--- config.mk ---
export PLATFORM = sky130hd
export DESIGN_NAME = seg_xlate
export DESIGN_NICKNAME = d
export VERILOG_FILES = /design/src/rtl/seg_xlate_pkg.sv /design/src/rtl/seg_desc_store.sv /design/src/rtl/seg_real_calc.sv /design/src/rtl/seg_prot_calc.sv /design/src/rtl/seg_xlate.sv
export SDC_FILE = /design/constraint.sdc
export NUM_CORES = 2
export LEC_CHECK = 0
export CAP_MARGIN = 20
export CORE_MARGIN = 2
export CORE_UTILIZATION = 65
export CTS_CLUSTER_DIAMETER = 100
export CTS_CLUSTER_SIZE = 25
export DETAILED_ROUTE_END_ITERATION = 6
export PLACE_DENSITY = 0.83
export SLEW_MARGIN = 20
export SYNTH_ARGS = -nofsm -noshare
export SYNTH_HDL_FRONTEND = slang
export SYNTH_HIERARCHICAL = 1
export SYNTH_SLANG_ARGS = --single-unit
export TNS_END_PERCENT = 5
--- constraint.sdc ---
create_clock -name clk -period 10.62 [get_ports clk]
set_clock_uncertainty 0.1 [all_clocks]
set_input_delay 2.655 -clock clk [delete_from_list [all_inputs] [get_ports clk]]
set_output_delay 2.655 -clock clk [all_outputs]
set_load 0.02 [all_outputs]
--- src/rtl/seg_xlate_pkg.sv ---
package seg_xlate_pkg;
  localparam int SEG_W   = 16;
  localparam int OFS_W   = 32;
  localparam int LIN_W   = 32;
  localparam int RLIN_W  = 20;
  localparam int LIM_W   = 20;
  localparam int PAGE_SH = 12;
  localparam int SEL_IDX_W = 13;
  localparam int SEL_TI_BIT = 2;
  localparam int SEL_IDX_LSB = 3;

  typedef struct packed {
    logic [LIN_W-1:0] base;
    logic [LIM_W-1:0] limit;
    logic             gran;
  } desc_t;
endpackage

--- src/rtl/seg_desc_store.sv ---
module seg_desc_store
  import seg_xlate_pkg::*;
#(
  parameter int DEPTH = 16,
  parameter int IDX_W = SEL_IDX_W
) (
  input  logic             clk,
  input  logic             rst_n,
  input  logic             wr_en,
  input  logic [IDX_W-1:0] wr_idx,
  input  desc_t            wr_data,
  input  logic [IDX_W-1:0] rd_idx,
  output desc_t            rd_data,
  output logic             rd_hit
);
  localparam int AW = (DEPTH > 1) ? $clog2(DEPTH) : 1;

  desc_t ent_q [DEPTH];

  for (genvar e = 0; e < DEPTH; e++) begin : g_ent
    desc_t q, d;
    logic  hit_w;
    always_comb begin
      hit_w = wr_en && (wr_idx == IDX_W'(e));
      d     = hit_w ? wr_data : q;
    end
    always_ff @(posedge clk or negedge rst_n) begin
      if (!rst_n) q <= '0;
      else        q <= d;
    end
    assign ent_q[e] = q;
  end

  always_comb begin
    rd_hit  = (rd_idx < IDX_W'(DEPTH));
    rd_data = rd_hit ? ent_q[rd_idx[AW-1:0]] : '0;
  end

  // an in-range write is present in the entry on the next cycle
  a_r10_write_lands: assert property (@(posedge clk) disable iff (!rst_n)
    (wr_en && (wr_idx < IDX_W'(DEPTH))) |=>
      (ent_q[$past(wr_idx[AW-1:0])] == $past(wr_data)));
endmodule

--- src/rtl/seg_real_calc.sv ---
module seg_real_calc
  import seg_xlate_pkg::*;
(
  input  logic [SEG_W-1:0]  seg,
  input  logic [15:0]       ofs,
  output logic [RLIN_W-1:0] lin
);
  logic [RLIN_W-1:0] seg_sh;
  always_comb begin
    seg_sh = {seg, 4'h0};
    lin    = seg_sh + {4'h0, ofs};
  end
endmodule

--- src/rtl/seg_prot_calc.sv ---
module seg_prot_calc
  import seg_xlate_pkg::*;
(
  input  desc_t            desc,
  input  logic             hit,
  input  logic [OFS_W-1:0] ofs,
  output logic [LIN_W-1:0] lin,
  output logic             fault
);
  logic [OFS_W-1:0] eff_lim;
  always_comb begin
    if (desc.gran) eff_lim = {desc.limit, {PAGE_SH{1'b1}}};
    else           eff_lim = {{(OFS_W-LIM_W){1'b0}}, desc.limit};
    fault = !hit || (ofs > eff_lim);
    lin   = desc.base + ofs;
  end
endmodule

--- src/rtl/seg_xlate.sv ---
module seg_xlate
  import seg_xlate_pkg::*;
#(
  parameter int DEPTH = 16
) (
  input  logic                 clk,
  input  logic                 rst_n,
  input  logic                 req_valid,
  input  logic                 req_prot,
  input  logic [15:0]          req_seg,
  input  logic [31:0]          req_ofs,
  input  logic                 wr_en,
  input  logic                 wr_local,
  input  logic [12:0]          wr_idx,
  input  logic [31:0]          wr_base,
  input  logic [19:0]          wr_limit,
  input  logic                 wr_gran,
  output logic                 out_valid,
  output logic [31:0]          out_lin,
  output logic                 out_fault
);
  localparam int NTBL = 2;

  logic [SEL_IDX_W-1:0] sel_idx;
  logic                 sel_tbl;
  desc_t                wr_data;
  desc_t                tbl_data [NTBL];
  logic                 tbl_hit  [NTBL];

  assign sel_idx = req_seg[SEG_W-1:SEL_IDX_LSB];
  assign sel_tbl = req_seg[SEL_TI_BIT];
  assign wr_data = '{base: wr_base, limit: wr_limit, gran: wr_gran};

  for (genvar t = 0; t < NTBL; t++) begin : g_tbl
    logic tbl_wr;
    assign tbl_wr = wr_en && (wr_local == t[0]);
    seg_desc_store #(.DEPTH(DEPTH), .IDX_W(SEL_IDX_W)) u_store (
      .clk     (clk),
      .rst_n   (rst_n),
      .wr_en   (tbl_wr),
      .wr_idx  (wr_idx),
      .wr_data (wr_data),
      .rd_idx  (sel_idx),
      .rd_data (tbl_data[t]),
      .rd_hit  (tbl_hit[t])
    );
  end

  logic [RLIN_W-1:0] real_lin;
  seg_real_calc u_real (
    .seg (req_seg),
    .ofs (req_ofs[15:0]),
    .lin (real_lin)
  );

  logic [LIN_W-1:0] prot_lin;
  logic             prot_fault;
  seg_prot_calc u_prot (
    .desc  (tbl_data[sel_tbl]),
    .hit   (tbl_hit[sel_tbl]),
    .ofs   (req_ofs),
    .lin   (prot_lin),
    .fault (prot_fault)
  );

  logic [LIN_W-1:0] mode_lin;
  logic             mode_fault;
  logic             nxt_valid, nxt_fault;
  logic [LIN_W-1:0] nxt_lin;
  logic             valid_q, fault_q;
  logic [LIN_W-1:0] lin_q;

  always_comb begin
    if (req_prot) begin
      mode_lin   = prot_lin;
      mode_fault = prot_fault;
    end else begin
      mode_lin   = {{(LIN_W-RLIN_W){1'b0}}, real_lin};
      mode_fault = 1'b0;
    end
    nxt_valid = req_valid;
    nxt_fault = req_valid && mode_fault;
    if (req_valid) nxt_lin = mode_fault ? '0 : mode_lin;
    else           nxt_lin = lin_q;
  end

  always_ff @(posedge clk or negedge rst_n) begin
    if (!rst_n) begin
      valid_q <= 1'b0;
      fault_q <= 1'b0;
      lin_q   <= '0;
    end else begin
      valid_q <= nxt_valid;
      fault_q <= nxt_fault;
      lin_q   <= nxt_lin;
    end
  end

  assign out_valid = valid_q;
  assign out_fault = fault_q;
  assign out_lin   = lin_q;

  // one-cycle latency, no spurious valid
  a_r9_valid_latency: assert property (@(posedge clk) disable iff (!rst_n)
    req_valid |=> out_valid);
  a_r9_no_req_no_valid: assert property (@(posedge clk) disable iff (!rst_n)
    !req_valid |=> (!out_valid && !out_fault && $stable(out_lin)));
  // real mode never faults and stays below 1 MB
  a_r1_real_range: assert property (@(posedge clk) disable iff (!rst_n)
    (req_valid && !req_prot) |=> (!out_fault && (out_lin[31:20] == '0)));
  // index beyond table depth faults
  a_r7_index_fault: assert property (@(posedge clk) disable iff (!rst_n)
    (req_valid && req_prot && (req_seg[15:3] >= 13'(DEPTH))) |=> out_fault);
  // faulting result carries a zero address
  a_r8_fault_zero: assert property (@(posedge clk) disable iff (!rst_n)
    out_fault |-> (out_valid && (out_lin == '0)));
endmodule

==> run_summary.xml <==
<?xml version="1.0" encoding="UTF-8"?>
<metrics>
  <group name="status">
    <metric name="run_status" unit="">finished clean</metric>
  </group>
  <group name="routing">
    <metric name="wl_per_cell" unit="um">31.1</metric>
    <metric name="finalWirelength" unit="um">214000</metric>
    <metric name="detailedRoute.firstPassIterationCount" unit="">5</metric>
    <metric name="drtIter0Drc" unit="">4827</metric>
    <metric name="viasPerCell" unit="">6.99</metric>
    <metric name="vias" unit="">47976</metric>
    <metric name="number_of_drc_violations_after_detailed_routing" unit="">0</metric>
    <metric name="route.antenna.remaining_nets" unit="">0</metric>
  </group>
  <group name="timing">
    <metric name="hold_slack" unit="ns">0.390</metric>
    <metric name="finalSetupViolCount" unit="">0</metric>
    <metric name="tns" unit="ns">0</metric>
    <metric name="worst_relative_slew_slack" unit="%">19.9</metric>
    <metric name="tightestPinTransition" unit="ns">1.20</metric>
    <metric name="maximum_operating_frequency" unit="GHz">0.132</metric>
    <metric name="final_max_slew_viol_count" unit="">0</metric>
    <metric name="min_period_over_period" unit="%">71.6</metric>
    <metric name="fin_ws" unit="ns">3.02</metric>
    <metric name="finalHoldViolations" unit="">0</metric>
    <metric name="period_minus_slack" unit="ns">7.60</metric>
    <metric name="rsz0062_at_grt" unit="">false</metric>
  </group>
  <group name="logic_synthesis">
    <metric name="ys_warn_count" unit="">6</metric>
    <metric name="ys_seq_elements" unit="">1730</metric>
    <metric name="yosysSeqAreaShare" unit="%">52.3</metric>
    <metric name="synthDistinctLibCells" unit="">69</metric>
    <metric name="yosysTopAreaCellShare" unit="%">52.3</metric>
    <metric name="postSynth.topFlopCell" unit="">sky130_fd_sc_hd__dfrtp_1</metric>
    <metric name="average_size_of_a_mapped_cell" unit="um2">15.6</metric>
    <metric name="post_synth_inst_count" unit="">5306</metric>
    <metric name="asyncSetResetFlopFracSynth" unit="%">100</metric>
    <metric name="synth_top_cells_by_area" unit="">sky130_fd_sc_hd__dfrtp_1 52%, sky130_fd_sc_hd__mux2_2 21%, sky130_fd_sc_hd__mux4_2 12%</metric>
    <metric name="syn-num-nets" unit="">5503</metric>
    <metric name="synth_edf_count" unit="">0</metric>
    <metric name="netlist.top_cell.by_area" unit="">sky130_fd_sc_hd__dfrtp_1</metric>
    <metric name="synth.cell_area" unit="mm2">0.0827</metric>
  </group>
  <group name="floorplanning">
    <metric name="design.die.area" unit="mm2">0.130</metric>
    <metric name="pin_count" unit="">154</metric>
    <metric name="std_cell_rows" unit="">130</metric>
    <metric name="initial_core_utilization" unit="%">65.7</metric>
    <metric name="chipWidth" unit="um">361</metric>
    <metric name="die_height" unit="um">361</metric>
    <metric name="fp.coreArea" unit="mm2">0.126</metric>
  </group>
  <group name="hold_path">
    <metric name="hold_path.startpoint" unit="">g_tbl[0].u_store/ent_q[141]</metric>
    <metric name="timing.hold.worst.class" unit="">reg2reg</metric>
    <metric name="hold-path-endpoint" unit="">g_tbl[0].u_store/ent_q[141]</metric>
    <metric name="hold-path-cell-count" unit="">1</metric>
  </group>
  <group name="placed_design">
    <metric name="detailed_place_hpwl" unit="um">124000</metric>
    <metric name="io_buffers" unit="">153</metric>
    <metric name="gp_routability_congestion" unit="">0.912</metric>
    <metric name="place.detailed.instances" unit="">6765</metric>
    <metric name="detailedPlace.worstSlack" unit="ns">2.61</metric>
  </group>
  <group name="clocking">
    <metric name="h-tree-depth" unit="">3</metric>
    <metric name="numCtsBuffers" unit="">80</metric>
    <metric name="clk_root_buffer_cell" unit="">sky130_fd_sc_hd__clkbuf_16</metric>
    <metric name="clock-sinks" unit="">1730</metric>
    <metric name="tritoncts" unit="">built</metric>
    <metric name="clk-insertion-delay-late" unit="ns">0.72</metric>
    <metric name="post_cts.resized_instances" unit="">0</metric>
    <metric name="cts_max_path_buffers" unit="">3</metric>
    <metric name="post_cts_hold_buffer_count" unit="">0</metric>
    <metric name="post_cts.repair.setup_buffers" unit="">0</metric>
    <metric name="path_clk_slew" unit="ns">0.10</metric>
  </group>
  <group name="critical_path">
    <metric name="setup.reg_to_reg.worst_slack" unit="ns">5.89</metric>
    <metric name="worst_path_required" unit="ns">11.14</metric>
    <metric name="worst-path-max-fanout" unit="">31</metric>
    <metric name="setup.worst_path.start_class" unit="">primary input</metric>
    <metric name="critPathArrivalTime" unit="ns">8.12</metric>
    <metric name="rr_startpoint" unit="">g_tbl[1].u_store/ent_q[212]</metric>
    <metric name="critical_path.reg2reg.endpoint" unit="">out_lin[23]</metric>
    <metric name="worstSetupEndpointType" unit="">register</metric>
    <metric name="timing.reg2reg.worst_path_depth" unit="">16</metric>
    <metric name="timing.setup.critical_path_class" unit="">in2reg</metric>
  </group>
  <group name="final_layout">
    <metric name="final_core_util" unit="%">69.3</metric>
    <metric name="drive_above_1_share" unit="%">44.3</metric>
    <metric name="fill_count" unit="">8370</metric>
    <metric name="areaGrowthSynthToFinish" unit="%">5.49</metric>
    <metric name="finish.cell_count_without_fillers" unit="">6862</metric>
    <metric name="number_of_nets_in_the_final_layout" unit="">5396</metric>
  </group>
  <group name="grt">
    <metric name="grt_pass1_wl" unit="um">324000</metric>
    <metric name="grt.total_usage" unit="%">33.4</metric>
    <metric name="globalRoute.totalOverflow" unit="">0</metric>
    <metric name="grt_pass1_vias" unit="">49877</metric>
    <metric name="grt_max_degree" unit="">181</metric>
    <metric name="grt_antenna_before_repair" unit="">11</metric>
  </group>
  <group name="power">
    <metric name="p_leak" unit="uW">0.0421</metric>
    <metric name="peakVddDrop" unit="uV">137</metric>
    <metric name="powerDensity" unit="mW/mm2">123</metric>
  </group>
  <group name="run">
    <metric name="cap_viol_max_count" unit="">0</metric>
  </group>
</metrics>
## cells by family after synthesis
group | after synthesis | share of synthesized area (%)
muxes | 2394 | 38.3
DFF | 1730 | 52.3
buffers and inverters | 487 | 2.88
and+or+nand+nor | 296 | 2.72
AOI/OAI and AO/OA | 285 | 2.25
adders and majority gates | 77 | 1.18
xor gates and xnor gates | 37 | 0.392
## where the power goes
part	internal, uW	total (uW)	switching, uW
sequential	6600	6610	13.8
combinational	215	683	469
clock	1410	3470	2070
total	8220	10800	2550
## sequential cells by signal, indices dropped and copies added, names as in the netlist
name	flops
out_fault	1
out_lin	32
out_valid	1
g_tbl.u_store/ent_q	1696
## synthesized netlist by cell type (all sizes together), types with 6 or more instances
| library cell | count |
|---|---|
| xnor2 | 24 |
| nand4 | 11 |
| o21ai | 19 |
| inv | 26 |
| ha | 75 |
| o21a | 7 |
| clkbuf | 204 |
| mux2 | 1750 |
| nand4b | 11 |
| or4bb | 8 |
| o2111ai | 6 |
| dfrtp | 1730 |
| nand2b | 25 |
| a21o | 26 |
| nor3 | 13 |
| and4 | 6 |
| nand2 | 43 |
| nor4 | 35 |
| o211ai | 9 |
| buf | 257 |
| or4b | 12 |
| o22ai | 119 |
| nor2 | 55 |
| a21oi | 45 |
| or3 | 7 |
| nand3 | 17 |
| mux2i | 220 |
| xor2 | 13 |
| and3 | 9 |
| nand3b | 20 |
| mux4 | 424 |
| a31oi | 27 |
## routing by layer
metal  track usage, %  share of wire, %  up-vias
met4             9.93               3.2       12
li1                 -                 -    19588
met1             48.5                41    26131
met2             51.7                47     1849
met5                0             0.038        -
met3             6.84               8.6      396
## layout make-up
cell class	instances	area [um2]	area share, %
flip-flops and latches	1730	43300	49.6
multi-input cells	3089	37100	42.5
repair buffers	272	2610	2.99
well taps	1650	2060	2.37
clock buffers	83	2060	2.36
inverters	26	97.6	0.112
clock inverters	6	81.3	0.0932
diodes	6	15.0	0.0172
## how the worst max path moves through the flow
| stage | startpoint | cells past startpoint | to |
|---|---|---|---|
| after CTS | req_seg[10] | 18 | out_lin[23] |
| after global placement | req_seg[10] | 18 | out_lin[30] |
| final | req_seg[10] | 18 | out_lin[23] |
| after floorplan | req_seg[4] | 21 | out_lin[20] |
| after global routing | req_seg[10] | 18 | out_lin[23] |
| after detailed placement | req_seg[10] | 18 | out_lin[23] |
## critical path, stage by stage
cell	delay (ns)
sky130_fd_sc_hd__clkdlybuf4s50_1	0.46
sky130_fd_sc_hd__nor4_1	0.53
sky130_fd_sc_hd__nand4_1	0.51
sky130_fd_sc_hd__buf_4	0.53
sky130_fd_sc_hd__buf_4	0.38
sky130_fd_sc_hd__o22ai_1	0.31
sky130_fd_sc_hd__mux2_4	0.26
sky130_fd_sc_hd__mux2i_1	0.10
sky130_fd_sc_hd__ha_1	0.34
sky130_fd_sc_hd__a21o_1	0.17
sky130_fd_sc_hd__a21o_1	0.16
sky130_fd_sc_hd__a21oi_1	0.17
sky130_fd_sc_hd__nor2_1	0.06
sky130_fd_sc_hd__a2111oi_0	0.32
sky130_fd_sc_hd__a21oi_1	0.19
sky130_fd_sc_hd__buf_4	0.24
sky130_fd_sc_hd__nand2b_1	0.39
sky130_fd_sc_hd__o22ai_1	0.25
## cells in the final DEF, fill, tap and decap left out, drive strengths merged, types with 17 or more instances in the layout
cell type / count
mux2: 1750
dfrtp: 1730
mux4: 424
mux2i: 220
clkdlybuf4s50: 139
buf: 132
o22ai: 119
clkbuf: 84
ha: 75
nor2: 55
a21oi: 45
nand2: 43
nor4: 35
inv: 31
a31oi: 27
a21o: 26
nand2b: 25
xnor2: 24
nand3b: 20
o21ai: 19
nand3: 17
## metrics by stage
step / cell area (um2) / power [uW]
6_report: 87300 / 10800
5_1_grt: 87300 / 11100
4_1_cts: 87200 / 10800
3_5_place_dp: 85100 / 7420
3_3_place_gp: 85100 / 7420
2_1_floorplan: 82700 / 7080
(Power assumes the default switching activity.)
